File: src/rtl/clksw_pkg.sv
package clksw_pkg;

  localparam int SEL_W = 2;

  typedef enum logic [SEL_W-1:0] {
    SRC_RC   = 2'b00,
    SRC_XTAL = 2'b01,
    SRC_PLL  = 2'b10,
    SRC_NONE = 2'b11
  } srcSel_e;

  typedef struct packed {
    logic    loadReq;
    srcSel_e reqVal;
    logic    commit;
    logic    forceRc;
    logic    setIntOn;
    logic    clrIntOn;
    logic    setExtOn;
    logic    clrExtOn;
    logic    setPllOn;
    logic    clrPllOn;
    logic    loadPllSrc;
    logic    pllSrcVal;
    logic    setMon;
    logic    clrMon;
    logic    setFail;
    logic    clrFail;
    logic    fireBreak;
  } ctlStrobe_t;

endpackage

File: src/rtl/clksw_ctrl.sv
module clksw_ctrl
  import clksw_pkg::*;
(
  input  logic       selWr,
  input  logic [1:0] selData,
  input  logic       intOnWr,
  input  logic       intOnData,
  input  logic       extOnWr,
  input  logic       extOnData,
  input  logic       pllOnWr,
  input  logic       pllOnData,
  input  logic       pllSrcWr,
  input  logic       pllSrcData,
  input  logic       monEnWr,
  input  logic       monEnData,
  input  logic       failClrWr,
  input  logic       failClrData,
  input  logic       extLossIn,
  input  srcSel_e    statusQ,
  input  srcSel_e    reqQ,
  input  logic       extOnQ,
  input  logic       pllOnQ,
  input  logic       pllFromExtQ,
  input  logic       monEnQ,
  input  logic       intRdy,
  input  logic       extRdy,
  input  logic       pllRdy,
  output ctlStrobe_t stb
);

  logic monActive;
  logic lossHit;
  logic forced;
  logic targetRdy;

  // Guard is armed only with the oscillator enabled and reporting ready.
  assign monActive = monEnQ & extOnQ & extRdy;
  assign lossHit   = monActive & extLossIn;
  assign forced    = lossHit &
                     ((statusQ == SRC_XTAL) |
                      ((statusQ == SRC_PLL) & pllFromExtQ));

  always_comb begin
    case (reqQ)
      SRC_RC:   targetRdy = intRdy;
      SRC_XTAL: targetRdy = extRdy;
      SRC_PLL:  targetRdy = pllRdy;
      default:  targetRdy = 1'b0;
    endcase
  end

  always_comb begin
    stb            = '0;
    stb.reqVal     = srcSel_e'(selData);
    stb.loadReq    = selWr & (selData != SRC_NONE) & ~forced;
    stb.commit     = ~forced & (reqQ != statusQ) & targetRdy;
    stb.forceRc    = forced;

    stb.setIntOn   = forced | (intOnWr & intOnData);
    stb.clrIntOn   = ~forced & intOnWr & ~intOnData;

    stb.clrExtOn   = lossHit | (extOnWr & ~extOnData);
    stb.setExtOn   = ~lossHit & extOnWr & extOnData;

    stb.clrPllOn   = forced | (pllOnWr & ~pllOnData);
    stb.setPllOn   = ~forced & pllOnWr & pllOnData;

    stb.loadPllSrc = pllSrcWr & ~pllOnQ;
    stb.pllSrcVal  = pllSrcData;

    stb.setMon     = monEnWr & monEnData;
    stb.clrMon     = monEnWr & ~monEnData;

    stb.setFail    = lossHit;
    stb.clrFail    = failClrWr & failClrData & ~lossHit;
    stb.fireBreak  = lossHit;
  end

endmodule

File: src/rtl/clksw_datapath.sv
module clksw_datapath
  import clksw_pkg::*;
#(
  parameter int OFF_DELAY = 6
) (
  input  logic       clk,
  input  logic       rstN,
  input  ctlStrobe_t stb,
  input  logic       intRdyIn,
  input  logic       extRdyIn,
  input  logic       pllRdyIn,
  output srcSel_e    statusQ,
  output srcSel_e    reqQ,
  output logic       intOnQ,
  output logic       extOnQ,
  output logic       pllOnQ,
  output logic       pllFromExtQ,
  output logic       monEnQ,
  output logic       failFlagQ,
  output logic       timBreakQ,
  output logic       intRdy,
  output logic       extRdy,
  output logic       pllRdy
);

  localparam int CNT_W = $clog2(OFF_DELAY + 1);

  logic [CNT_W-1:0] offCnt;
  logic             extOnD;

  always_comb begin
    extOnD = extOnQ;
    if (stb.clrExtOn)      extOnD = 1'b0;
    else if (stb.setExtOn) extOnD = 1'b1;
  end

  always_ff @(posedge clk) begin
    if (!rstN) begin
      statusQ     <= SRC_RC;
      reqQ        <= SRC_RC;
      intOnQ      <= 1'b1;
      extOnQ      <= 1'b0;
      pllOnQ      <= 1'b0;
      pllFromExtQ <= 1'b0;
      monEnQ      <= 1'b0;
      failFlagQ   <= 1'b0;
      timBreakQ   <= 1'b0;
      offCnt      <= '0;
    end else begin
      if (stb.forceRc) begin
        statusQ <= SRC_RC;
        reqQ    <= SRC_RC;
      end else begin
        if (stb.commit)  statusQ <= reqQ;
        if (stb.loadReq) reqQ    <= stb.reqVal;
      end

      if (stb.setIntOn)      intOnQ <= 1'b1;
      else if (stb.clrIntOn) intOnQ <= 1'b0;

      extOnQ <= extOnD;

      if (stb.clrPllOn)      pllOnQ <= 1'b0;
      else if (stb.setPllOn) pllOnQ <= 1'b1;

      if (stb.loadPllSrc) pllFromExtQ <= stb.pllSrcVal;

      if (stb.setMon)      monEnQ <= 1'b1;
      else if (stb.clrMon) monEnQ <= 1'b0;

      if (stb.setFail)      failFlagQ <= 1'b1;
      else if (stb.clrFail) failFlagQ <= 1'b0;

      timBreakQ <= stb.fireBreak;

      // Ready-flag wind-down after the enable is removed.
      if (extOnQ && !extOnD)  offCnt <= CNT_W'(OFF_DELAY);
      else if (extOnD)        offCnt <= '0;
      else if (offCnt != '0)  offCnt <= offCnt - CNT_W'(1);
    end
  end

  assign intRdy = intRdyIn & intOnQ;
  assign pllRdy = pllRdyIn & pllOnQ;
  assign extRdy = extRdyIn & (extOnQ | (offCnt != '0));

  assert_status_legal_R1: assert property (@(posedge clk) disable iff (!rstN)
    statusQ != SRC_NONE);

  assert_pll_switch_ready_R3: assert property (@(posedge clk) disable iff (!rstN)
    ((statusQ != $past(statusQ)) && (statusQ == SRC_PLL)) |-> $past(pllRdy));

  assert_pll_src_locked_R5: assert property (@(posedge clk) disable iff (!rstN)
    (pllFromExtQ != $past(pllFromExtQ)) |-> !$past(pllOnQ));

  assert_loss_effects_R7: assert property (@(posedge clk) disable iff (!rstN)
    $rose(failFlagQ) |-> (!extOnQ && timBreakQ));

  assert_break_single_R7: assert property (@(posedge clk) disable iff (!rstN)
    timBreakQ |=> !timBreakQ);

  assert_pll_fallback_R8: assert property (@(posedge clk) disable iff (!rstN)
    (timBreakQ && ($past(statusQ) == SRC_PLL) && $past(pllFromExtQ))
      |-> ((statusQ == SRC_RC) && !pllOnQ));

endmodule

File: src/rtl/clksw_top.sv
module clksw_top
  import clksw_pkg::*;
#(
  parameter int OFF_DELAY = 6
) (
  input  logic       clk,
  input  logic       rstN,
  input  logic       selWr,
  input  logic [1:0] selData,
  input  logic       intOnWr,
  input  logic       intOnData,
  input  logic       extOnWr,
  input  logic       extOnData,
  input  logic       pllOnWr,
  input  logic       pllOnData,
  input  logic       pllSrcWr,
  input  logic       pllSrcData,
  input  logic       monEnWr,
  input  logic       monEnData,
  input  logic       failClrWr,
  input  logic       failClrData,
  input  logic       intRdyIn,
  input  logic       extRdyIn,
  input  logic       pllRdyIn,
  input  logic       extLossIn,
  output logic [1:0] clkSel,
  output logic [1:0] selStatus,
  output logic       intOn,
  output logic       extOn,
  output logic       pllOn,
  output logic       pllFromExt,
  output logic       monEn,
  output logic       intRdy,
  output logic       extRdy,
  output logic       pllRdy,
  output logic       failFlag,
  output logic       nmiReq,
  output logic       timBreak
);

  ctlStrobe_t stb;
  srcSel_e    statusQ;
  srcSel_e    reqQ;
  logic       extOnQ;
  logic       pllOnQ;
  logic       pllFromExtQ;
  logic       monEnQ;
  logic       failFlagQ;

  clksw_ctrl u_ctrl (
    .selWr       (selWr),
    .selData     (selData),
    .intOnWr     (intOnWr),
    .intOnData   (intOnData),
    .extOnWr     (extOnWr),
    .extOnData   (extOnData),
    .pllOnWr     (pllOnWr),
    .pllOnData   (pllOnData),
    .pllSrcWr    (pllSrcWr),
    .pllSrcData  (pllSrcData),
    .monEnWr     (monEnWr),
    .monEnData   (monEnData),
    .failClrWr   (failClrWr),
    .failClrData (failClrData),
    .extLossIn   (extLossIn),
    .statusQ     (statusQ),
    .reqQ        (reqQ),
    .extOnQ      (extOnQ),
    .pllOnQ      (pllOnQ),
    .pllFromExtQ (pllFromExtQ),
    .monEnQ      (monEnQ),
    .intRdy      (intRdy),
    .extRdy      (extRdy),
    .pllRdy      (pllRdy),
    .stb         (stb)
  );

  clksw_datapath #(.OFF_DELAY(OFF_DELAY)) u_dp (
    .clk         (clk),
    .rstN        (rstN),
    .stb         (stb),
    .intRdyIn    (intRdyIn),
    .extRdyIn    (extRdyIn),
    .pllRdyIn    (pllRdyIn),
    .statusQ     (statusQ),
    .reqQ        (reqQ),
    .intOnQ      (intOn),
    .extOnQ      (extOnQ),
    .pllOnQ      (pllOnQ),
    .pllFromExtQ (pllFromExtQ),
    .monEnQ      (monEnQ),
    .failFlagQ   (failFlagQ),
    .timBreakQ   (timBreak),
    .intRdy      (intRdy),
    .extRdy      (extRdy),
    .pllRdy      (pllRdy)
  );

  assign clkSel     = statusQ;
  assign selStatus  = statusQ;
  assign extOn      = extOnQ;
  assign pllOn      = pllOnQ;
  assign pllFromExt = pllFromExtQ;
  assign monEn      = monEnQ;
  assign failFlag   = failFlagQ;
  assign nmiReq     = failFlagQ;

endmodule

File: config.mk
export PLATFORM = sky130hd
export DESIGN_NAME = clksw_top
export DESIGN_NICKNAME = d
export VERILOG_FILES = /design/src/rtl/clksw_pkg.sv /design/src/rtl/clksw_ctrl.sv /design/src/rtl/clksw_datapath.sv /design/src/rtl/clksw_top.sv
export SDC_FILE = /design/constraint.sdc
export NUM_CORES = 1
export LEC_CHECK = 0
export BUFFER_PORTS_ARGS = -buffer_cell sky130_fd_sc_hd__buf_2
export CORE_UTILIZATION = 48
export CTS_CLUSTER_DIAMETER = 200
export DETAILED_ROUTE_END_ITERATION = 7
export HOLD_SLACK_MARGIN = 0.1
export PLACE_DENSITY = 0.88
export SYNTH_ARGS = -nofsm -noshare
export SYNTH_HDL_FRONTEND = slang
export SYNTH_HIERARCHICAL = 1
export SYNTH_SLANG_ARGS = --single-unit
File: constraint.sdc
create_clock -name clk -period 3.93 [get_ports clk]
set_input_delay 0.393 -clock clk [delete_from_list [all_inputs] [get_ports clk]]
set_output_delay 0.393 -clock clk [all_outputs]
set_load 0.005 [all_outputs]
==> impl_metrics.yaml <==
global_route:
  track_usage_pct: 18.3
  grt_pass1_wl_um: 2480
  grt_overflow: 0
  grt_max_degree: 8
  grt_pass1_vias: 626
  antenna_found_initial: 0
synth:
  synth-edff-count: 0
  ys_types: 29
  synth_seq_cells: 14
  yosys_warnings: 6
  syn_nets: 106
  synth_cells: 85
  netlist_area_um2: 763
  syn_avg_cell_area_um2: 8.98
  async_flop_share_pct: 0
  yosysSeqAreaShare_pct: 36.7
  yosys_most_used_dff: "dfxtp_1"
placed_design:
  io_buffers: 35
  hpwl_um: 1170
  place_area_um2: 891
  gp_congestion: 0.710
cts:
  root_buffer: "clkbuf_4"
  clkTransAtPathRegs_ns: 0.08
  cts_tree: "done"
  htreeDepth: 1
  cts_resized: 0
  clk_latency_ns: 0.27
  cts_made_buffers: 3
  postCtsSetupRepairBufs: 0
  hold_buffers: 0
  clk_path_buf_depth: 2
  cts_sinks: 14
layout:
  fin_area_um2: 913
  area_growth_pct: 19.7
  mostFrequentLayoutCell: "buf_2"
  drive_gt1_share_pct: 38.6
  diodes: 0
  multiInputGateArea_um2: 393
  regArea_um2: 280
  nNetsFinal: 137
  layout_common_cells: "buf_2, dfxtp_1, nor2_1, inv_1, mux2i_1"
  nFillCells: 136
die:
  pin_count: 36
  die_h_um: 41.9
  dieArea_um2: 1750
  die_w_um: 41.9
  start_util_pct: 51.3
  fp.coreArea_um2: 1490
  row_count: 14
power:
  pwr-share-comb_pct: 16.2
  seqPwrFrac_pct: 55.6
  intPower_mw: 0.208
  switchingPower_mw: 0.0686
  p_per_area_nw_per_um2: 303
  p_sw_share_pct: 24.8
  peakVddDrop_mv: 0.157
  leakagePower_nw: 0.455
  p_clk_share_pct: 28.2
drt:
  drt-total-wl_um: 1430
  ant_nets: 0
  via_per_inst: 5.15
  vias: 670
  drc: 0
  first_pass_iters: 4
  drt_iter0_drc: 13
  wl_per_cell_um: 11.0
run:
  drv_cap: 0
min_path:
  hp-class: "input port to flop"
  min_path_cells: 3
  hp-start: "pllSrcData"
  hold-path-endpoint: "u_dp/pllFromExtQ"
sta:
  period_share_pct: 48.7
  relSlewSlack_pct: 72.9
  hold_violations: 0
  worstMarginPinSlew_ns: 0.403
  max_freq_mhz: 523
  timing.final.max_slew_violations: 0
  skew_ns: 0.00322
  setup_viol: 0
  layout_min_cycle_time_ns: 1.91
  fin_setup_tns_ns: 0
  rsz0062_at_grt: "no"
setup_path:
  r2r_end: "u_dp/offCnt[0]"
  ff2ff_path_depth: 6
  timing.rr.start: "u_dp/extOnQ"
  crit_type: "flop to flop"
  critical_path_required_ns: 4.11
  ff2ff_setup_slack_ns: 2.02
  critPathMaxFanout: 6
  cp-start-kind: "flop"
  critPathCaptureType: "flop"
  critPathArrivalTime_ns: 2.09
outcome:
  status: "finished clean"
-- per-stage QoR --
stage | worst slack [ns] | power (mW) | hold slack [ns] | std cells | utilization, %
after floorplan | 2.17 | 0.184 | 0.467 | 85 | -
after global placement | 2.14 | 0.200 | 0.476 | 127 | 59.8
after detailed placement | 2.03 | 0.203 | 0.499 | 127 | 59.8
after CTS | 2.00 | 0.280 | 0.365 | 130 | 61.3
after global routing | 1.76 | 0.292 | 0.384 | 130 | 61.3
final | 2.02 | 0.277 | 0.361 | 130 | 61.3
-- sequential cells by signal, summed over array words and instances (netlist names) --
| name | cells |
|---|---|
| u_dp/reqQ | 2 |
| u_dp/monEnQ | 1 |
| u_dp/pllOnQ | 1 |
| u_dp/extOnQ | 1 |
| u_dp/timBreakQ | 1 |
| u_dp/failFlagQ | 1 |
| u_dp/statusQ | 2 |
| u_dp/pllFromExtQ | 1 |
| u_dp/offCnt | 3 |
| u_dp/intOnQ | 1 |
-- final cells by class --
class	instances	share of cell area, %
clock buffers	3	2.47
inverters	6	2.47
flip-flops and latches	14	30.7
multi-input cells	56	43.0
well taps	16	2.19
repair buffers	35	19.2
-- critical path, cell delays in order, from the launching register on --
cell	delay [ns]
dfxtp_1	0.44
nor2_1	0.08
a21boi_0	0.35
nand4_2	0.23
and3_1	0.24
o21ba_2	0.24
nor4b_1	0.24
-- cell usage after synthesis (2+ instances only) --
cell / count / share of area, %
a211oi_2: 2 / 3.3
a21o_1: 2 / 2.0
and2_1: 5 / 4.1
and3_1: 2 / 1.6
buf_4: 9 / 8.9
dfxtp_1: 14 / 37
inv_1: 6 / 3.0
mux2i_1: 6 / 7.9
nand2_1: 4 / 2.0
nor2_1: 10 / 4.9
nor2b_1: 4 / 3.3
o21a_1: 2 / 2.0
o21ai_0: 2 / 1.3
xnor2_1: 2 / 2.3
-- power by group through the flow --
stage | combinational, mW | sequential, mW | clock, mW
2_1_floorplan | 0.0276 | 0.156 | 0
3_3_place_gp | 0.0431 | 0.157 | 0
3_5_place_dp | 0.0452 | 0.157 | 0
4_1_cts | 0.0454 | 0.154 | 0.0804
5_1_grt | 0.0504 | 0.155 | 0.0860
6_report | 0.0448 | 0.154 | 0.0781
-- cells by family (layout without fill, tap and decap cells) --
logic type                Yosys count  count (layout)  share of synthesized area [%]
buffers and inverters              15              44                           11.8
and+or+nand+nor                    33              33                           24.4
muxes                               6               6                           7.87
DFF                                14              14                           36.7
xor gates and xnor gates            2               2                           2.30
AOI/OAI and AO/OA                  15              15                           16.9
-- metal layers --
layer / up-vias / wire, µm / global-route usage [%]
li1: 339 / - / -
met1: 293 / 625 / 20.8
met2: 34 / 657 / 31.6
met3: 4 / 119 / 3.04
met4: 0 / 31 / 11.6
met5: - / 0 / 0
-- worst max path at each step --
stage / from / to / slack [ns] / depth (start not counted)
global placement: u_dp/extOnQ / u_dp/offCnt[0] / 2.14 / 6
floorplan: u_dp/extOnQ / u_dp/offCnt[0] / 2.17 / 6
CTS: u_dp/extOnQ / u_dp/offCnt[0] / 2.00 / 6
global route: u_dp/extOnQ / u_dp/offCnt[0] / 1.76 / 6
finish: u_dp/extOnQ / u_dp/offCnt[0] / 2.02 / 6
detailed placement: u_dp/extOnQ / u_dp/offCnt[0] / 2.03 / 6
Note: power is estimated with default switching activity, not from simulation.
